[src/rtl/bus_evt_pkg.sv]
package bus_evt_pkg;
  localparam int STAT_W  = 8;
  localparam int PHASE_W = 3;
  localparam int B_PHASE = 7;
  localparam int B_CMP   = 6;
  localparam int B_SEL   = 5;
  localparam int B_RSL   = 4;
  localparam int B_GERR  = 3;
  localparam logic [STAT_W-1:0] LIVE_BITS = 8'hF8;
  typedef logic [STAT_W-1:0] stat_t;
endpackage

[src/rtl/bus_evt_phase_watch.sv]
module bus_evt_phase_watch #(
  parameter int PW = 3
) (
  input  logic          clk,
  input  logic          rst,
  input  logic          tgt_mode,
  input  logic [PW-1:0] phase_in,
  input  logic [PW-1:0] exp_phase,
  input  logic          req_in,
  input  logic          atn_in,
  output logic          bit7_set
);
  logic req_d;
  logic req_rise;
  logic mism;

  always_ff @(posedge clk) begin
    if (rst) req_d <= 1'b0;
    else     req_d <= req_in;
  end

  always_comb begin
    req_rise = req_in & ~req_d;
    mism     = (phase_in != exp_phase);
    if (tgt_mode) bit7_set = atn_in;
    else          bit7_set = req_rise & mism;
  end
endmodule

[src/rtl/bus_evt_status_reg.sv]
module bus_evt_status_reg
  import bus_evt_pkg::*;
#(
  parameter int SW = STAT_W,
  parameter logic [SW-1:0] KEEP = LIVE_BITS
) (
  input  logic          clk,
  input  logic          rst,
  input  logic          rd_stb,
  input  logic [SW-1:0] set_vec,
  output logic [SW-1:0] stat_nxt,
  output logic [SW-1:0] stat_q
);
  logic [SW-1:0] held;

  always_comb begin
    held     = rd_stb ? '0 : stat_q;
    stat_nxt = (held | set_vec) & KEEP;
  end

  always_ff @(posedge clk) begin
    if (rst) stat_q <= '0;
    else     stat_q <= stat_nxt;
  end
endmodule

[src/rtl/bus_evt_irq_gen.sv]
module bus_evt_irq_gen #(
  parameter int SW = 8
) (
  input  logic          clk,
  input  logic          rst,
  input  logic          mask_wr,
  input  logic [SW-1:0] mask_din,
  input  logic [SW-1:0] stat_nxt,
  output logic [SW-1:0] mask_q,
  output logic          irq_q
);
  logic [SW-1:0] mask_nxt;

  always_comb mask_nxt = mask_wr ? mask_din : mask_q;

  always_ff @(posedge clk) begin
    if (rst) begin
      mask_q <= '0;
      irq_q  <= 1'b0;
    end else begin
      mask_q <= mask_nxt;
      irq_q  <= |(stat_nxt & mask_nxt);
    end
  end
endmodule

[src/rtl/bus_evt_status.sv]
module bus_evt_status
  import bus_evt_pkg::*;
#(
  parameter int PW = PHASE_W,
  parameter int SW = STAT_W
) (
  input  logic          clk,
  input  logic          rst,
  input  logic          tgt_mode,
  input  logic [PW-1:0] phase_in,
  input  logic          req_in,
  input  logic          atn_in,
  input  logic [PW-1:0] exp_phase,
  input  logic          sel_resp_en,
  input  logic          resel_resp_en,
  input  logic          arbsel_done,
  input  logic          selected_evt,
  input  logic          reselected_evt,
  input  logic          gross_err,
  input  logic          rd_stb,
  input  logic          mask_wr,
  input  logic [SW-1:0] mask_din,
  output logic [SW-1:0] status_q,
  output logic          irq
);
  logic          bit7_set;
  logic [SW-1:0] set_vec;
  logic [SW-1:0] stat_nxt;
  logic [SW-1:0] mask_q;

  bus_evt_phase_watch #(.PW(PW)) u_phase (
    .clk(clk), .rst(rst), .tgt_mode(tgt_mode),
    .phase_in(phase_in), .exp_phase(exp_phase),
    .req_in(req_in), .atn_in(atn_in), .bit7_set(bit7_set)
  );

  always_comb begin
    set_vec         = '0;
    set_vec[B_PHASE] = bit7_set;
    set_vec[B_CMP]   = arbsel_done;
    set_vec[B_SEL]   = selected_evt & sel_resp_en;
    set_vec[B_RSL]   = reselected_evt & resel_resp_en;
    set_vec[B_GERR]  = gross_err;
  end

  bus_evt_status_reg #(.SW(SW), .KEEP(LIVE_BITS)) u_stat (
    .clk(clk), .rst(rst), .rd_stb(rd_stb), .set_vec(set_vec),
    .stat_nxt(stat_nxt), .stat_q(status_q)
  );

  bus_evt_irq_gen #(.SW(SW)) u_irq (
    .clk(clk), .rst(rst), .mask_wr(mask_wr), .mask_din(mask_din),
    .stat_nxt(stat_nxt), .mask_q(mask_q), .irq_q(irq)
  );
endmodule

[config.mk]
export PLATFORM = sky130hd
export DESIGN_NAME = bus_evt_status
export DESIGN_NICKNAME = d
export VERILOG_FILES = /design/src/rtl/bus_evt_pkg.sv /design/src/rtl/bus_evt_phase_watch.sv /design/src/rtl/bus_evt_status_reg.sv /design/src/rtl/bus_evt_irq_gen.sv /design/src/rtl/bus_evt_status.sv
export SDC_FILE = /design/constraint.sdc
export NUM_CORES = 1
export LEC_CHECK = 0
export ABC_AREA = 1
export BUFFER_PORTS_ARGS = -buffer_cell sky130_fd_sc_hd__buf_2
export CAP_MARGIN = 20
export CELL_PAD_IN_SITES_DETAIL_PLACEMENT = 0
export CELL_PAD_IN_SITES_GLOBAL_PLACEMENT = 1
export CORE_MARGIN = 2
export CORE_UTILIZATION = 30
export CTS_BUF_LIST = sky130_fd_sc_hd__clkbuf_16
export DETAILED_ROUTE_END_ITERATION = 8
export PLACE_DENSITY = 0.79
export SLEW_MARGIN = 15
export SYNTH_ARGS = -nofsm -noshare
export SYNTH_HDL_FRONTEND = slang
export SYNTH_HIERARCHICAL = 1
export SYNTH_SLANG_ARGS = --single-unit
[constraint.sdc]
create_clock -name clk -period 1.1 [get_ports clk]
set_input_delay 0.22 -clock clk [delete_from_list [all_inputs] [get_ports clk]]
set_output_delay 0.22 -clock clk [all_outputs]
set_load 0.01 [all_outputs]
* After elaboration in Yosys (flattened, before gate mapping) *
Index checks and enable logic that the tools add are counted.

storage, ports and cells
  bits in registers = 18
  logic and storage cells = 17
  output and inout port bits = 9
  input port bits = 27

operators by class
  bitwise operators = 7
  reduce and logical (&&, ||, !) cells = 1
  eq/ne operators = 1
  muxes and demuxes = 3

operators with widths
  operator            count
  two-way mux 8 bit   2
  bitwise AND 8 bit   1
  OR 8 bit            1
  OR reduction 8 bit  1
  bitwise AND 1 bit   4
  != test 3 bit       1
  two-way mux 1 bit   1
  NOT 1 bit           1

* Longest topological paths before layout *
Gate-level depths: netlist of run 1.

  word-level depth = 7
  gate-level depth with buffers = 12
  gate-level depth less buffers = 12

* By module *
Netlist of run 1, hierarchy kept.

modules (own cells, without submodules)
  module               instances  area an instance (sq um)  cells each  seq. area each (sq um)
  bus_evt_irq_gen      1          447.9                     72          180.2
  bus_evt_status_reg   1          234.0                     33          100.1
  bus_evt_phase_watch  1          106.4                     19          20.0
  bus_evt_status       1          18.8                      5           0.0

* Least setup slack after synthesis of run 1 *
No wires, ideal clock.

  kind = input to register
  from = in exp_phase[1]
  to = reg u_irq.irq_q
  path buffers = 0
  setup time = 0.130 ns
  cell stages on the path = 10
  arrival = 0.846 ns
  setup slack = 0.124 ns
  data required time = 0.970 ns
  cell sequence = xnor2_1 -> nand3_1 -> nand2_1 -> nand2_1 -> inv_1 -> nand2_1 -> nand3_2 -> nand2_1 -> nor2_1 -> a21oi_1

on the way
  cells in the longest elaborated chain, start to end = 6

RTL lines
  what                    line                       text
  start: declaration      bus_evt_status.sv:13       input logic [PW-1:0] exp_phase,
  != test 3 bit           bus_evt_phase_watch.sv:24  mism = (phase_in != exp_phase);
  bitwise AND 1 bit       bus_evt_phase_watch.sv:26  else bit7_set = req_rise & mism;
  two-way mux 1 bit       bus_evt_phase_watch.sv:25  if (tgt_mode) bit7_set = atn_in;
  net bit7_set            bus_evt_status.sv:26       logic bit7_set;
  OR 8 bit                bus_evt_status_reg.sv:18   stat_nxt = (held | set_vec) & KEEP;
  net stat_nxt[7]         bus_evt_status.sv:28       logic [SW-1:0] stat_nxt;
  bitwise AND 8 bit       bus_evt_irq_gen.sv:22      irq_q <= |(stat_nxt & mask_nxt);
  OR reduction 8 bit      bus_evt_irq_gen.sv:22
  end signal: assignment  bus_evt_irq_gen.sv:22
  end: declaration        bus_evt_irq_gen.sv:10      output logic irq_q

The timed path passes the listed nets, and every way through them passes these cells.
A chain may end at the register's enable or synchronous reset.

* Worst setup path after layout of run 1 *
  from = reg u_phase.req_d
  to = reg u_irq.irq_q

on the way
  cells in the longest elaborated chain, start to end = 7

RTL lines
  what                      line                       text
  start: declaration        bus_evt_phase_watch.sv:13  logic req_d;
  start signal: assignment  bus_evt_phase_watch.sv:19  else req_d <= req_in;
  NOT 1 bit                 bus_evt_phase_watch.sv:23  req_rise = req_in & ~req_d;
  bitwise AND 1 bit         bus_evt_phase_watch.sv:23
  bitwise AND 1 bit         bus_evt_phase_watch.sv:26
  two-way mux 1 bit         bus_evt_phase_watch.sv:25
  net bit7_set              bus_evt_status.sv:26
  OR 8 bit                  bus_evt_status_reg.sv:18
  net stat_nxt[7]           bus_evt_status.sv:28
  bitwise AND 8 bit         bus_evt_irq_gen.sv:22
  OR reduction 8 bit        bus_evt_irq_gen.sv:22

The timed path passes the listed nets, and every way through them passes these cells.

==> metrics.md, run 1 <==
| Metric | Value |
|---|---|
| Status | `finished, final reports clean` |
| Top-level I/O count | `36` |
| Total CTS buffers | `3` |
| Remaining DRCs | `0` |
| Fin nets | `190` |
| Gate Count Post-Synth | `~130` |
| Final ANT Viol Nets | `0` |
| Share of post-route cells with drive strength above 1 | `around 28%` |
| Tmin final | `between 1 and 1.5 ns` |
| First-pass GRT wire length | `roughly 2.8 mm` |
| Pleak | `0.651 nW` |
| DRT Pass-1 Iters | `4` |
| Crit path largest cell delay | `0.32 ns` |
| Final setup fails | `0` |
| Hpwl dp | `between 1 and 1.5 mm` |
| Clk Latency, worst-skew pair | `0.24 ns` |
| Register share of total power | `between 30% and 40%` |
| Synth Cell Area | `~800 sq um` |
| Initial antenna violation count | `0` |
| Pre-CTS setup slack | `-0.104 ns` |
| Starting Density | `approximately a third` |
| Peak Freq | `around 930 MHz` |
| Placed Cells | `roughly 190` |
| Tot GR Track Use | `11.3%` |
| Clock Sinks | `15` |
| Avg WL per Cell | `8.54 um` |
| Int Power | `~1.2 mW` |
| CP Max Fanout | `2` |
| Net Switching | `around 0.36 mW` |
| DR iter-0 viols | `7` |
| Die width | `~56 um` |
| Most frequent cells in the layout | `nand2_1 (47), buf_2 (32), inv_1 (24), dfxtp_1 (14), nor2_1 (10)` |
| Arrival time worst endpoint | `~1.2 ns` |
| Clk_skew | `0.00201 ns` |
| CP required | `~1.3 ns` |
| Row count | `18` |
| Largest net degree at the start of global routing | `16` |
| Post-Syn Area per Cell | `approximately 6.3 sq um` |
| Slowest-stage cell, CP | `dfxtp_2` |
| Max Cap Viol | `0` |
| Yosys warnings | `6` |
| CP Launch Type | `flip-flop` |
| Worst Setup End Kind | `flip-flop` |
| Net Sw Frac | `23.3%` |
| CP Cell Sequence | `nor3_4, nand2_1, nand2_1, inv_2, nand2_2, nand3_2, nand2_1, nor2_1, a21oi_1` |
| Vias in the first global route | `roughly 730` |
| GP Congestion | `0.744` |
| CTS tree | `built` |
| PwrDens | `1450 nW/um^2` |
| Final Max Tran Viols | `0` |
| Fin. Hold Viols | `0` |
| Max VDD drop | `0.939 mV` |
| Clock root buffer | `clkbuf_16` |
| Max clock buf depth | `2` |
| Setup Crit Path Kind | `reg2reg` |
| Core area | `between 2000 and 2500 sq um` |
| Final worst path period share | `between 90 and 100%` |
| Vias per cell | `approximately 4.0` |
| Placement Cell Area | `967 sq um` |
| Post-Route WL | `~1.6 mm` |
| Non-Filler Instances | `192` |
| Die area | `just over 3000 sq um` |
| Final Cell Area | `roughly 1100 sq um` |
| Area Growth Syn to Fin | `30.8%` |
| Final setup margin | `around 0.030 ns` |
| CTS clock-pin slew for the worst setup and hold paths | `roughly 0.05 ns` |
| Worst min path class | `in2reg` |
| Post-CTS setup buffer count | `0` |
| Clk pwr share | `approximately 46%` |
| GR Overflow Total | `0` |
| Via count | `about 780` |
| Comb pwr share | `between 10% and 20%` |
| Die height | `about 56 um` |
| Buffers on Ports | `32` |
| Total number of H-tree levels | `1` |
| Crit-path most repeated cell | `nand2_1` |
| # diodes | `0` |
| Commonest non-fill, non-tap cell in the layout | `nand2_1` |
| RSZ-0062 raised after global routing | `true` |
registers in the layout, summed over array words and instances (netlist names):
name           count
u_irq/mask_q       8
u_irq/irq_q        1
u_stat/stat_q      5
u_phase/req_d      1
power groups by stage:
stage          logic [mW]  registers, mW  clock network [mW]
2_1_floorplan       0.155          0.612                   0
3_3_place_gp        0.229          0.605                   0
3_5_place_dp        0.235          0.607                   0
4_1_cts             0.237          0.596               0.722
5_1_grt             0.268          0.600               0.755
6_report            0.236          0.596               0.695
layout make-up:
type / instances / area [sq um]
timing repair buffer: 33 / 168
clock inverter: 1 / 5.00
inverter: 27 / 101
multi-input combinational: 83 / 363
tap: 30 / 37.5
clock buffer: 3 / 75.1
fill: 274 / 1450
sequential: 15 / 302
routing by layer:
| metal | up-vias | share of wire (%) | track usage, % |
|---|---|---|---|
| li1 | 429 | - | - |
| met1 | 331 | 42 | 11.8 |
| met2 | 13 | 53 | 21.1 |
| met3 | 2 | 4.1 | 2.56 |
| met4 | 0 | 0.67 | 5.23 |
| met5 | - | 0 | 0 |
per-stage QoR:
stage / hold slack [ns] / power (mW) / utilization [%] / TNS, ns
after floorplan: 0.289 / 0.766 / - / 0
after global placement: 0.454 / 0.834 / 38.7 / -0.0453
after detailed placement: 0.475 / 0.842 / 38.7 / -0.104
after CTS: 0.233 / 1.55 / 41.9 / 0
after global routing: 0.249 / 1.62 / 42.0 / -0.0511
final: 0.234 / 1.53 / 42.0 / 0
final timing paths:
check / startpoint / to / slack, ns / cells past startpoint
hold / removal: arbsel_done / u_stat/stat_q[6] / 0.23 / 3
setup reg to reg: u_phase/req_d / u_irq/irq_q / 0.03 / 9
setup / recovery: u_phase/req_d / u_irq/irq_q / 0.03 / 9
hold reg to reg: u_irq/mask_q[6] / u_irq/mask_q[6] / 0.47 / 2
worst max-delay path, delay by kind of cell, from the launching register on:
kind,cells,cell delay (ns)
simple gates,7,0.49
buf+inv,1,0.04
compound gates,1,0.14
flops,1,0.32
repair_timing:
action                     in CTS  in global routing
gates resized for setup         0                  3
hold buffers                    0                  0
setup endpoints to repair       0                  1
Power figures use the tool's default switching activity.
==> inputs of run 2 (changes only) <==
--- a/config.mk
+++ b/config.mk
@@ -10,6 +10,7 @@
 export CAP_MARGIN = 20
 export CELL_PAD_IN_SITES_DETAIL_PLACEMENT = 0
 export CELL_PAD_IN_SITES_GLOBAL_PLACEMENT = 1
+export CORE_ASPECT_RATIO = 1.2
 export CORE_MARGIN = 2
 export CORE_UTILIZATION = 30
 export CTS_BUF_LIST = sky130_fd_sc_hd__clkbuf_16
==> constraint.sdc (replaced) <==
create_clock -name clk -period 1.1 [get_ports clk]
set_input_delay 0.055 -clock clk [delete_from_list [all_inputs] [get_ports clk]]
set_output_delay 0.055 -clock clk [all_outputs]
set_load 0.01 [all_outputs]
==> run 2 against run 1 <==
Register-to-register slack improved by 0.06 ns. Worst hold slack got worse by 0.16 ns. Utilization decreased by 1.2 points. Setup slack improved by 0.064 ns. Critical endpoint unchanged. Largest power group unchanged.
==> metrics.md, run 2 (synthesis results as in run 1) <==
| Metric | Value |
|---|---|
| Status | `finished, final reports clean` |
| Total CTS buffers | `3 (unchanged)` |
| GR Overflow Total | `0 (unchanged)` |
| Top-level I/O count | `36 (unchanged)` |
| Remaining DRCs | `0 (unchanged)` |
| Worst Reg-to-Reg Cells | `9 (unchanged)` |
| Most crowded layer after global routing | `met2` |
| GP Congestion | `0.766 (+2.9%)` |
| Clk Latency, worst-skew pair | `0.24 ns (about the same)` |
| CTS clock-pin slew for the worst setup and hold paths | `0.05 ns (about the same)` |
| Final setup fails | `0 (unchanged)` |
| DRT Pass-1 Iters | `4 (unchanged)` |
| Slowest-stage cell, CP | `dfxtp_2` |
| Max reg flops | `8 (unchanged)` |
| WHS Endpoint | `u_phase/req_d` |
| Die width | `51.2 um (-8.1%)` |
| Fin Hold WS | `0.0705 ns (-0.164 ns)` |
| CTS hold repair buffers | `0 (unchanged)` |
| Met3 GRT Util | `2.46% (-0.095 points)` |
| Worst Setup End Kind | `flip-flop` |
| Count of buffer and inverter cells on the critical path | `1 (unchanged)` |
| Via count | `760 (-1.9%)` |
| Biggest register | `u_irq/mask_q` |
| Reg2reg end | `u_irq/irq_q` |
| CTS tree | `built` |
| Initial antenna violation count | `0 (unchanged)` |
| Largest net degree at the start of global routing | `16 (unchanged)` |
| Crit-path most repeated cell | `nand2_1` |
| Delay-heaviest family, CP | `simple AND/OR/NAND/NOR gates` |
| Core area | `2550 sq um (+2.1%)` |
| Die height | `60.7 um (+8.9%)` |
| Vias per cell | `3.92 (-2.9%)` |
| PwrDens | `1440 nW/um^2 (-1.2%)` |
| Total number of H-tree levels | `1 (unchanged)` |
| Crit path largest cell delay | `0.32 ns (about the same)` |
| Max Cap Viol | `0 (unchanged)` |
| Clock root buffer | `clkbuf_16` |
| CP Max Fanout | `2 (unchanged)` |
| Tmin final | `1.01 ns (-0.0637 ns)` |
| Hold Crit Depth | `3 (unchanged)` |
| First-pass GRT wire length | `2.46 mm (-12%)` |
| CP required | `1.27 ns (about the same)` |
| Die area | `3110 sq um (about the same)` |
| Area Growth Syn to Fin | `29.9%` |
| R2R setup slack | `0.09 ns (+0.06 ns)` |
| Arrival time worst endpoint | `1.18 ns (-0.06 ns)` |
| Vias in the first global route | `668 (-8.1%)` |
| Fin nets | `189 (-0.53%)` |
| # fillers | `309 (+13%)` |
| Avg WL per Cell | `7.79 um (-8.7%)` |
| Peak Freq | `994 MHz (+6.3%)` |
| Max VDD drop | `0.727 mV (-23%)` |
| Starting Density | `31.5% (-0.66 points)` |
| CP Cell Sequence | `nor3_4, nand2_1, nand2_1, inv_1, nand2_1, nand3_2, nand2_1, nor2_1, a21oi_1` |
| Commonest non-fill, non-tap cell in the layout | `nand2_1` |
| Buffers on Ports | `32 (unchanged)` |
| Share of post-route cells with drive strength above 1 | `26.1% (-2.3 points)` |
| GRT met1 Usage | `12.1% (+0.25 points)` |
| Clock Sinks | `15 (unchanged)` |
| Global Route met2 Usage | `19.1% (-2.0 points)` |
| Setup Crit Path Kind | `reg2reg` |
| DR iter-0 viols | `12 (+5)` |
| RSZ-0062 raised after global routing | `false` |
| R2R Path Start | `u_phase/req_d` |
| Setup tns final | `0 ns (unchanged)` |
| Most frequent cells in the layout | `nand2_1 (48), buf_2 (32), inv_1 (26), dfxtp_1 (14), nor2_1 (10)` |
| Worst min path class | `in2reg` |
| Final worst path period share | `91.5% (-5.8 points)` |
| Hold_sp | `req_in` |
| CP Launch Type | `flip-flop` |
| Max clock buf depth | `2 (unchanged)` |
| Row count | `20 (+2)` |
| Post-Route WL | `1.51 mm (-7.7%)` |
| Fin. Hold Viols | `0 (unchanged)` |
| Power, Total | `1.50 mW (-1.9%)` |
| # diodes | `0 (unchanged)` |
| Final ANT Viol Nets | `0 (unchanged)` |
| Final Max Tran Viols | `0 (unchanged)` |
| Hpwl dp | `1.19 mm (-11%)` |
| Clk_skew | `0.00262 ns (+0.000611 ns)` |
| Pleak | `0.649 nW (-0.33%)` |
| Biggest regs | `u_irq/mask_q: 8 flops, u_stat/stat_q: 5 flops` |
| Tot GR Track Use | `10.4% (-0.85 points)` |
run 2: changes by cell type in the layout (fill, tap and decap cells not counted), sizes merged:
cell and change:
buf -1, clkinv -1, inv +1
run 2: cell type report:
class	count	area (sq um)	area share [%]
Timing Repair Buffer	32	160	15.3
Clock inverter	1	3.75	0.360
Tap cell	33	41.3	3.96
Sequential cell	15	302	28.9
Inverter	27	101	9.71
Multi-Input combinational cell	83	360	34.5
Clock buffer	3	75.1	7.19
run 2: how the worst max path moves through the flow:
stage	from	end	depth (start not counted)	slack, ns
final	u_phase/req_d	u_irq/irq_q	9	0.09
after floorplan	u_phase/req_d	u_irq/irq_q	9	0.13
after detailed placement	u_phase/req_d	u_irq/irq_q	9	0.06
after global placement	u_phase/req_d	u_irq/irq_q	9	0.09
after CTS	u_phase/req_d	u_irq/irq_q	9	0.03
after global routing	u_phase/req_d	u_irq/irq_q	9	0.02
run 2: worst min-delay path, cell delays in order:
cell    delay, ns
buf_2        0.08
inv_1        0.06
nor2_1       0.08
run 2: per-stage QoR:
step	utilization, %	std cells	cell area, sq um	setup slack [ns]
floorplan	-	133	822	0.127
global placement	37.7	190	963	0.0944
detailed placement	37.7	190	963	0.0615
CTS	40.8	194	1040	0.0341
global route	40.9	194	1040	0.0201
finish	40.9	194	1040	0.0938
run 2: where the power goes:
part	internal (mW)	switching, mW
Sequential	0.583	0.0127
Clock	0.479	0.194
Combinational	0.101	0.129
Total	1.16	0.335
run 2: routing by layer:
metal  vias up  wire length (um)
li1        431                 -
met3         0               114
met1       308               712
met5         -                 0
met4         0                 0
met2        21               684
run 2: what timing repair did:
action | CTS | global route
buffers inserted | 0 | 0
gates resized for setup | 0 | 1
setup endpoints to repair | 0 | 1
